**src/rtl/ivt_pkg.sv**
```systemverilog
package ivt_pkg;

    typedef enum logic [0:0] {
        CH_IDLE = 1'b0,
        CH_RUN  = 1'b1
    } ch_state_e;

endpackage

```
**src/rtl/ivt_tick_sel.sv**
```systemverilog
module ivt_tick_sel #(
    parameter int NUM_SRC = 4,
    parameter int SEL_W   = $clog2(NUM_SRC)
) (
    input  logic [NUM_SRC-1:0] tick_src_i,
    input  logic [SEL_W-1:0]   sel_i,
    output logic               tick_o
);

    logic [NUM_SRC-1:0] hit;

    for (genvar g = 0; g < NUM_SRC; g++) begin : g_src
        assign hit[g] = (sel_i == SEL_W'(g)) && tick_src_i[g];
    end

    assign tick_o = |hit;

    // A strobe may pass only when the source it came from is the selected one.
    always_comb begin
        if (tick_o) begin
            assert_tick_from_selected_R4: assert (tick_src_i[sel_i])
                else $error("tick passed from an unselected source");
        end
    end

endmodule

```
**src/rtl/ivt_data_reg.sv**
```systemverilog
module ivt_data_reg #(
    parameter int W = 32
) (
    input  logic         clk,
    input  logic         rst_n,
    input  logic         we_i,
    input  logic [W-1:0] wdata_i,
    output logic [W-1:0] data_o
);

    logic [W-1:0] data_d, data_q;

    always_comb begin
        data_d = data_q;
        if (we_i) data_d = wdata_i;
    end

    always_ff @(posedge clk or negedge rst_n) begin
        if (!rst_n) data_q <= '0;
        else        data_q <= data_d;
    end

    assign data_o = data_q;

    // The written value must be the one held after the write edge.
    assert_write_lands_R6: assert property (@(posedge clk) disable iff (!rst_n)
        we_i |=> data_o == $past(wdata_i));

endmodule

```
**src/rtl/ivt_count_core.sv**
```systemverilog
module ivt_count_core
    import ivt_pkg::*;
#(
    parameter int W = 32
) (
    input  logic         clk,
    input  logic         rst_n,
    input  logic         tick_i,
    input  logic         start_i,
    input  logic         stop_i,
    input  logic         start_irq_en_i,
    input  logic [W-1:0] reload_i,
    output logic         irq_o
);

    typedef struct packed {
        ch_state_e    st;
        logic [W-1:0] cnt;
        logic         irq;
    } core_s;

    core_s core_d, core_q;

    always_comb begin
        core_d     = core_q;
        core_d.irq = 1'b0;
        if (stop_i) begin
            core_d.st = CH_IDLE;
        end else if (start_i) begin
            core_d.st  = CH_RUN;
            core_d.cnt = reload_i;
            core_d.irq = start_irq_en_i;
        end else if (core_q.st == CH_RUN && tick_i) begin
            if (core_q.cnt == '0) begin
                core_d.cnt = reload_i;
                core_d.irq = 1'b1;
            end else begin
                core_d.cnt = core_q.cnt - 1'b1;
            end
        end
    end

    always_ff @(posedge clk or negedge rst_n) begin
        if (!rst_n) core_q <= '{st: CH_IDLE, cnt: '0, irq: 1'b0};
        else        core_q <= core_d;
    end

    assign irq_o = core_q.irq;

    assert_start_loads_R1: assert property (@(posedge clk) disable iff (!rst_n)
        (start_i && !stop_i) |=> (core_q.cnt == $past(reload_i)) && (core_q.st == CH_RUN));

    assert_decrement_R2: assert property (@(posedge clk) disable iff (!rst_n)
        (core_q.st == CH_RUN && tick_i && !start_i && !stop_i && core_q.cnt != '0)
        |=> (core_q.cnt == $past(core_q.cnt) - 1'b1) && !irq_o);

    assert_expire_reload_R3: assert property (@(posedge clk) disable iff (!rst_n)
        (core_q.st == CH_RUN && tick_i && !start_i && !stop_i && core_q.cnt == '0)
        |=> irq_o && (core_q.cnt == $past(reload_i)));

    assert_start_irq_R5: assert property (@(posedge clk) disable iff (!rst_n)
        (start_i && !stop_i) |=> irq_o == $past(start_irq_en_i));

    assert_idle_quiet_R7: assert property (@(posedge clk) disable iff (!rst_n)
        (core_q.st == CH_IDLE && !start_i) |=> !irq_o);

    assert_stop_wins_R10: assert property (@(posedge clk) disable iff (!rst_n)
        stop_i |=> (core_q.st == CH_IDLE) && !irq_o);

endmodule

```
**src/rtl/ivt_channel.sv**
```systemverilog
module ivt_channel #(
    parameter int CNT_W   = 32,
    parameter int NUM_CLK = 4,
    parameter int SEL_W   = $clog2(NUM_CLK)
) (
    input  logic               clk,
    input  logic               rst_n,
    input  logic [NUM_CLK-1:0] tick_src_i,
    input  logic [SEL_W-1:0]   clk_sel_i,
    input  logic               start_irq_en_i,
    input  logic               start_i,
    input  logic               stop_i,
    input  logic               data_we_i,
    input  logic [CNT_W-1:0]   data_i,
    output logic               irq_o
);

    logic             tick;
    logic [CNT_W-1:0] reload;

    ivt_tick_sel #(.NUM_SRC(NUM_CLK), .SEL_W(SEL_W)) u_tick_sel (
        .tick_src_i (tick_src_i),
        .sel_i      (clk_sel_i),
        .tick_o     (tick)
    );

    ivt_data_reg #(.W(CNT_W)) u_data_reg (
        .clk     (clk),
        .rst_n   (rst_n),
        .we_i    (data_we_i),
        .wdata_i (data_i),
        .data_o  (reload)
    );

    ivt_count_core #(.W(CNT_W)) u_core (
        .clk            (clk),
        .rst_n          (rst_n),
        .tick_i         (tick),
        .start_i        (start_i),
        .stop_i         (stop_i),
        .start_irq_en_i (start_irq_en_i),
        .reload_i       (reload),
        .irq_o          (irq_o)
    );

    // Reset state: no interrupt in the first cycle after reset release.
    assert_reset_quiet_R9: assert property (@(posedge clk) disable iff (!rst_n)
        $rose(rst_n) |-> !irq_o);

endmodule

```
**config.mk**
```make
export PLATFORM = sky130hd
export DESIGN_NAME = ivt_channel
export DESIGN_NICKNAME = d
export VERILOG_FILES = /design/src/rtl/ivt_pkg.sv /design/src/rtl/ivt_tick_sel.sv /design/src/rtl/ivt_data_reg.sv /design/src/rtl/ivt_count_core.sv /design/src/rtl/ivt_channel.sv
export SDC_FILE = /design/constraint.sdc
export NUM_CORES = 1
export LEC_CHECK = 0
export BUFFER_PORTS_ARGS = -buffer_cell sky130_fd_sc_hd__buf_2
export CAP_MARGIN = 40
export CORE_MARGIN = 5
export CORE_UTILIZATION = 25
export DETAILED_ROUTE_END_ITERATION = 10
export GPL_TIMING_DRIVEN = 0
export PLACE_DENSITY = 0.51
export SLEW_MARGIN = 5
export SYNTH_ARGS = -nofsm -noshare
export SYNTH_HDL_FRONTEND = slang
export SYNTH_HIERARCHICAL = 1
export SYNTH_SLANG_ARGS = --single-unit
```
**constraint.sdc**
```tcl
create_clock -name clk -period 2.8 [get_ports clk]
set_clock_uncertainty 0.15 [all_clocks]
set_input_delay 0.28 -clock clk [delete_from_list [all_inputs] [get_ports clk]]
set_output_delay 0.28 -clock clk [all_outputs]
set_load 0.01 [all_outputs]
```
== Yosys cells after proc, flatten, opt, wreduce, memory -nomap -nowiden ==
Index checks and enable logic that the tools add are counted.

* Reduce and logical (&&, ||, !) cells: 11
* Add/sub/neg operators: 1
* Bitwise logic cells: 1
* Equal/unequal tests: 3
* Multiplexer cells: 7

{| class="wikitable"
|+ Operators with widths
! operator !! count
|-
| two-way mux 33 bit || 2
|-
| zero test 32 bit || 1
|-
| two-way mux 32 bit || 1
|-
| subtractor 32 x 1 -> 32 bit, second input constant || 1
|-
| logical AND 1 bit || 5
|-
| equality test 2 bit, second input constant || 2
|-
| two-way mux 1 bit || 4
|-
| nonzero test 2 bit || 2
|-
| OR reduction 4 bit || 1
|-
| equality test 2 x 1 -> 1 bit, second input constant || 1
|-
| zero test 2 bit || 1
|-
| AND reduction 2 bit || 1
|-
| NOT 1 bit || 1
|}

* Flip-flop bits (word level): 66
* Output and inout port bits: 1
* Input bits: 44
* Logic and storage cells: 27

== Logic depth before layout (Yosys ltp) ==
Gate-level depths: netlist (run 1).

* Depth after elaboration: 7
* Gate-level depth with buffers: 8
* Depth with buffers taken out: 7

== Modules after synthesis ==
Netlist (run 1), hierarchy kept.

{| class="wikitable"
|+ Modules (own cells, without submodules)
! module !! instances !! cells an instance !! area each (um2) !! sequential area each (um2)
|-
| ivt_count_core || 1 || 301 || 2575.0 || 850.8
|-
| ivt_data_reg || 1 || 68 || 1345.0 || 800.8
|-
| ivt_tick_sel || 1 || 1 || 22.5 || 0.0
|}

== Worst setup path before layout (run 1) ==
Ideal clock, no wire load.

* Path type: register -> register
* Start: register u_core/core_q[1] in the netlist's numbering
* End: register u_core/core_q[23] in the netlist's numbering
* Path slack: 413 ps
* Period minus slack after synthesis: 2387 ps
* Arrival time: 2113 ps
* Path buffers: 1
* Cell stages (with the launch flop): 9
* Required time: 2526 ps
* Cells stage by stage: dfrtp_1 -> inv_1 -> ha_1 -> or3b_2 -> nor4_4 -> and3_4 -> buf_6 -> nor3_1 -> a211o_1

* Longest elaborated chain between the ends: 4

{| class="wikitable"
|+ Ends and longest elaborated chain
! what !! line !! RTL
|-
| start: declaration || ivt_count_core.sv:22 || <nowiki>core_s core_d, core_q;</nowiki>
|-
| start signal: assignment || ivt_count_core.sv:44 || <nowiki>if (!rst_n) core_q <= '{st: CH_IDLE, cnt: '0, irq: 1'b0};</nowiki>
|-
| start signal: assignment || ivt_count_core.sv:45 || <nowiki>else core_q <= core_d;</nowiki>
|-
| subtractor 32 x 1 -> 32 bit / zero test 32 bit (equally long branches) || ivt_count_core.sv:38, ivt_count_core.sv:34 ||
|-
| two-way mux 32 bit (*) || ivt_count_core.sv:34 || <nowiki>if (core_q.cnt == '0) begin</nowiki>
|-
| two-way mux 33 bit (*) || ivt_count_core.sv:33 || <nowiki>end else if (core_q.st == CH_RUN && tick_i) begin</nowiki>
|-
| two-way mux 33 bit (*) || ivt_count_core.sv:29 || <nowiki>end else if (start_i) begin</nowiki>
|}

Every way passes the cells marked *; elsewhere a longest branch is shown, timed or not. The select of a mux whose other input is x is not followed.
A chain may end at the register's enable or synchronous reset.

== Worst setup path in the final report (run 1) ==
* Start: register u_core/core_q[21] in the netlist's numbering
* End: register u_core/core_q[21] in the netlist's numbering

The elaborated chain is that of the path after synthesis.

==> impl_metrics.csv, run 1 <==
group,metric,value,unit
setup_path,critPathLaunchType,"flip-flop",
cts,path_clk_slew,0.06,ns
floorplan,ioPinCount,45,
cts,cts-root-buf,"clkbuf_16",
placed_design,numPortBuffers,42,
yosys,seq_area_frac_synth,41.9,%
routing,drc_errors,0,
routing,drtPass1Iterations,5,
cts,clock_latency,0.33,ns
grt,antenna_found_initial,0,
power,p_per_area,624,nW/um^2
setup_path,criticalPathCategory,"flip-flop to flip-flop",
sta,hold_violations,0,
placed_design,hpwl,8.77,mm
sta,max_freq,0.370,GHz
outcome,status,"complete, no violations",
sta,fin_crit_sh,96.5,%
power,finalPower,3.00,mW
yosys,syn-cell-area,3940,sq um
yosys,syn_avg_cell_area,10.7,sq um
yosys,synth_edf_count,0,
yosys,synthArstFlopShare,100,%
routing,wl_per_cell,18.9,um
floorplan,rows,46,
final_layout,num-fill-cells,1651,
yosys,yosys.cell_types.count,69,
routing,ant_nets,0,
floorplan,die_height,136,um
cts,cts.sinks,66,
floorplan,die_w,136,um
final_layout,multi_input_area,2090,sq um
cts,post_cts_buffers,0,
sta,slew-limit-headroom,55.4,%
yosys,syn-num-nets,416,
sta,period_minus_slack,2.70,ns
floorplan,start_util,25.2,%
final_layout,num-nets-final,472,
yosys,netlist_instances,370,
power,peakVddDrop,0.267,mV
sta,holdWs,0.0234,ns
cts,htree_levels,3,
final_layout,instances_no_fill,646,
final_layout,drive_gt1_share,30.0,%
floorplan,die_area,18400,sq um
grt,grt_max_degree,35,
setup_path,required,2.86,ns
sta,fin_setup_tns,0,ns
routing,wl,12.2,mm
routing,routed_via_density,5.13,
job,maxCapViolCount,0,
setup_path,endpoint_kind,"flip-flop",
power,leakagePower,1.95,nW
cts,cts_buffers,9,
worst_hold_path,hp-class,"input port to flip-flop",
yosys,synth_area_leaders,"dfrtp_1 42%, mux2_4 11%, nand3_1 3.4%",
grt,grt_pass1_vias,3419,
routing,drt_iter0_drc,250,
cts,cts_tree,"yes",
sta,finalMaxSlewViolations,0,
sta,grt_setup_unrepaired,"no",
setup_path,crit_fanout,10,
sta,worstMarginPinSlew,0.669,ns
routing,num_vias,3312,
final_layout,antenna_cells_inserted,0,
grt,grt_pass1_wl,19.2,mm
setup_path,cp.arrival,2.76,ns
final_layout,final_cell_mix,"66 x dfrtp_1, 43 x buf_2, 30 x mux2_4",
yosys,synth_seq_cells,66,
final_layout,fin_util,30.7,%
final_layout,seqCellArea,1650,sq um
yosys,ys.warnings.count,6,
final_layout,syn2layout_area_growth,21.9,%
yosys,synth_top_area_share,41.9,%
yosys,synth_ff_type,"dfrtp_1",
cts,cts_buffer_depth,2,
sta,setup_viol,0,
placed_design,place_inst,630,
yosys,synth_top_area_cell,"dfrtp_1",
placed_design,globalplace.congestion,0.921,
grt,grt_usage,13.6,%
final_layout,final_common_cell,"dfrtp_1",
floorplan,core_area,15700,sq um
grt,grt_overflow,0,
[worst max-delay path, cell delays in order, from the launching register on]
cell and delay (ns):
dfrtp_1 0.44, or4_4 0.62, nor4_4 0.36, buf_4 0.26, a31o_4 0.24, nand2_2 0.18, o221a_2 0.33
[layer usage]
metal  vias up  global-route usage, %  share of wire [%]
li1       1536                      -                  -
met1      1634                   18.8                 46
met2       125                   20.8                 46
met3        17                   2.97                5.9
met4         0                   5.15                2.1
met5         -                      0                  0
[logic make-up after synthesis]
family	Yosys count	share of synthesized area (%)
adder cells (fa/ha/maj)	2	0.635
flip-flops	66	41.9
AO/OA/AOI/OAI	75	14.2
XOR/XNOR	4	0.889
AND/OR/NAND/NOR	144	22.0
buffers and inverters	39	6.12
multiplexers	40	14.3
[registers in the layout, indices dropped and copies added (netlist names)]
signal and flops:
u_core/core_q 33, u_data_reg/data_o 32, u_core/irq_o 1
[final cells by class]
type	count	area share, %
multi-input cells	265	43.6
flip-flops and latches	66	34.4
well taps	216	5.62
repair buffers	45	5.15
clock buffers	10	4.97
plain buffers	24	4.01
inverters	15	1.17
clock inverters	5	1.15
[synthesized netlist by cell type (4+ instances only)]
cell and instances:
o211ai_1 5, a31oi_1 11, buf_6 5, nand3_1 27
or4_1 9, o21ai_0 12, a21oi_1 7, nand4_1 8
nor3_1 14, clkbuf_1 13, mux2_4 30, or3_1 4
a22oi_1 4, mux2i_1 7, and3_1 4, nand2_1 25
dfrtp_1 66, nor2_1 17, o311ai_0 5, inv_1 15
nor4_1 10
[power breakdown]
| group | internal, mW | switching [mW] |
|---|---|---|
| combinational | 0.292 | 0.333 |
| sequential | 1.09 | 0.172 |
| clock | 0.704 | 0.406 |
| total | 2.09 | 0.911 |
[per-stage QoR]
step                area (sq um)  worst slack (ns)
finish                      4810            0.0973
detailed placement          4450            -0.363
CTS                         4760            0.0523
global route                4810            0.0126
global placement            4420            -0.324
floorplan                   3940             0.413
[final timing paths]
path | from | depth (start not counted) | slack [ns] | to
max in group asynchronous | rst_n | 3 | 1.66 | u_core/core_q[4]
min in group asynchronous | rst_n | 2 | 0.30 | u_data_reg/data_o[28]
setup / recovery | u_core/core_q[21] | 6 | 0.1 | u_core/core_q[21]
hold / removal | data_i[6] | 2 | 0.02 | u_data_reg/data_o[6]
hold reg to reg | u_data_reg/data_o[22] | 1 | 0.34 | u_core/core_q[23]
setup reg to reg | u_core/core_q[21] | 6 | 0.1 | u_core/core_q[21]
[repair_timing]
item,in CTS,in global routing
hold buffers,1,0
hold endpoints to repair,33,0
pin swaps,0,1
endpoints found under the setup margin,4,11
gates resized for setup,3,7
Power figures use the tool's default switching activity.
==> run 2, diff against run 1 <==
- CORE_UTILIZATION: 25 -> 59
- PLACE_DENSITY: 0.51 -> 0.9
==> run 2 against run 1 <==
Against the previous run:
- die area down 54%
- clock-buffer cell count up 1
- fmax down 0.16%
- critical endpoint is now u_core/core_q[11]
- flip-flop and latch count unchanged
- core utilization up 40 points
- sequential share of layout area up 2.0 points
- sequential power about the same
- worst hold slack worse by 0.016 ns
- global-route usage up 15 points
- register-to-register slack about the same
- clock power down 19%
==> impl_metrics.csv, run 2 (same netlist as run 1, synthesis figures left out) <==
group,metric,value,unit
outcome,status,"complete, no violations",
final_layout,regMostFlops,"u_core/core_q",
setup_path,crit_fanout,10,
routing,drtPass1Iterations,6,
sta,finalMaxSlewViolations,0,
routing,num_vias,3552,
worst_hold_path,hp-class,"input port to flip-flop",
routing,wl,11.8,mm
cts,cts_buffer_depth,2,
routing,routed_via_density,6.99,
sta,grt_setup_unrepaired,"no",
floorplan,die_area,8420,sq um
setup_path,criticalPathCategory,"flip-flop to flip-flop",
grt,grt_overflow,0,
placed_design,place_inst,490,
final_layout,num-fill-cells,480,
floorplan,rows,29,
sta,period_minus_slack,2.71,ns
final_layout,largest_reg_flops,33,
power,p_per_area,616,nW/um^2
final_layout,instances_no_fill,508,
power,peakVddDrop,0.398,mV
placed_design,hpwl,7.92,mm
sta,fin_setup_tns,0,ns
setup_path,required,2.89,ns
sta,hold_violations,0,
placed_design,globalplace.congestion,0.997,
floorplan,die_w,91.7,um
cts,cts_buffers,9,
final_layout,fin_util,70.8,%
cts,htree_levels,3,
final_layout,seqCellArea,1650,sq um
cts,post_cts_buffers,0,
sta,slew-limit-headroom,44.1,%
power,leakagePower,1.91,nW
sta,fin_crit_sh,96.7,%
sta,max_freq,0.369,GHz
final_layout,drive_gt1_share,30.2,%
final_layout,final_cell_mix,"66 x dfrtp_1, 42 x buf_2, 30 x mux2_4",
cts,cts-root-buf,"clkbuf_8",
setup_path,endpoint_kind,"flip-flop",
sta,worstMarginPinSlew,0.839,ns
floorplan,start_util,61.4,%
job,maxCapViolCount,0,
final_layout,syn2layout_area_growth,15.3,%
cts,cts_tree,"yes",
routing,drt_iter0_drc,402,
placed_design,numPortBuffers,42,
routing,ant_nets,0,
routing,wl_per_cell,23.2,um
final_layout,num-nets-final,472,
final_layout,multi_input_area,2090,sq um
floorplan,ioPinCount,45,
grt,grt_usage,28.4,%
sta,setup_viol,0,
floorplan,die_height,91.7,um
grt,grt_pass1_wl,18.3,mm
final_layout,antenna_cells_inserted,0,
cts,cts.sinks,66,
setup_path,cp.arrival,2.79,ns
routing,drc_errors,0,
final_layout,final_common_cell,"dfrtp_1",
grt,grt_max_degree,67,
grt,grt_pass1_vias,3406,
setup_path,critPathLaunchType,"flip-flop",
cts,path_clk_slew,0.08,ns
cts,clock_latency,0.35,ns
grt,antenna_found_initial,1,
floorplan,core_area,6420,sq um
-- run 2: layout make-up --
class                           count  share of cell area (%)
Clock buffer                       11                    3.11
Multi-Input combinational cell    265                    46.0
Inverter                           15                    1.24
Tap cell                           77                    2.12
Buffer                             24                    4.18
Sequential cell                    66                    36.3
Clock inverter                      5                    1.71
Timing Repair Buffer               45                    5.37
-- run 2: path summary, 6_finish.rpt --
check | from | to | slack (ns) | depth (start not counted)
max in group asynchronous | rst_n | u_core/irq_o | 1.52 | 2
min reg2reg | u_data_reg/data_o[30] | u_data_reg/data_o[30] | 0.37 | 1
min in group asynchronous | rst_n | u_data_reg/data_o[0] | 0.41 | 2
max reg2reg | u_core/core_q[21] | u_core/core_q[11] | 0.09 | 6
max | u_core/core_q[21] | u_core/core_q[11] | 0.09 | 6
min | data_i[29] | u_data_reg/data_o[29] | 0.008 | 2
-- run 2: stage by stage --
step,setup WS [ns],instance area (sq um),hold slack (ns),total power [mW]
6_report,0.0929,4550,0.00752,2.80
4_1_cts,0.0845,4510,0.000281,2.78
3_5_place_dp,-0.392,4260,0.286,1.87
5_1_grt,0.00638,4550,0.00347,2.91
3_3_place_gp,-0.336,4250,0.340,1.84
2_1_floorplan,0.413,3940,-0.166,1.66
-- run 2: what timing repair did --
action | CTS | global route
endpoints found under the setup margin | 4 | 11
pin swaps | 0 | 1
hold buffers | 2 | 0
hold endpoints to repair | 67 | 0
resized for setup | 3 | 9
-- run 2: power by group --
| part | internal, mW | switching [mW] |
|---|---|---|
| clock | 0.523 | 0.376 |
| sequential | 1.09 | 0.177 |
| combinational | 0.293 | 0.339 |
| total | 1.91 | 0.892 |
-- run 2: routing by layer --
metal  vias to the layer above  part of all wire [%]  track usage (%)
met5                         -                     0                0
met2                       250                    47             42.5
met1                      1725                    40             38.4
met4                         0                   3.3             13.9
li1                       1534                     -                -
met3                        43                    10             7.12
-- run 2: critical path, stage by stage, from the launching register on --
cell and delay [ns]:
dfrtp_1 0.45, or4_4 0.61, nor3_2 0.51, and3_4 0.33
buf_6 0.18, o21ai_1 0.11, a22o_1 0.25
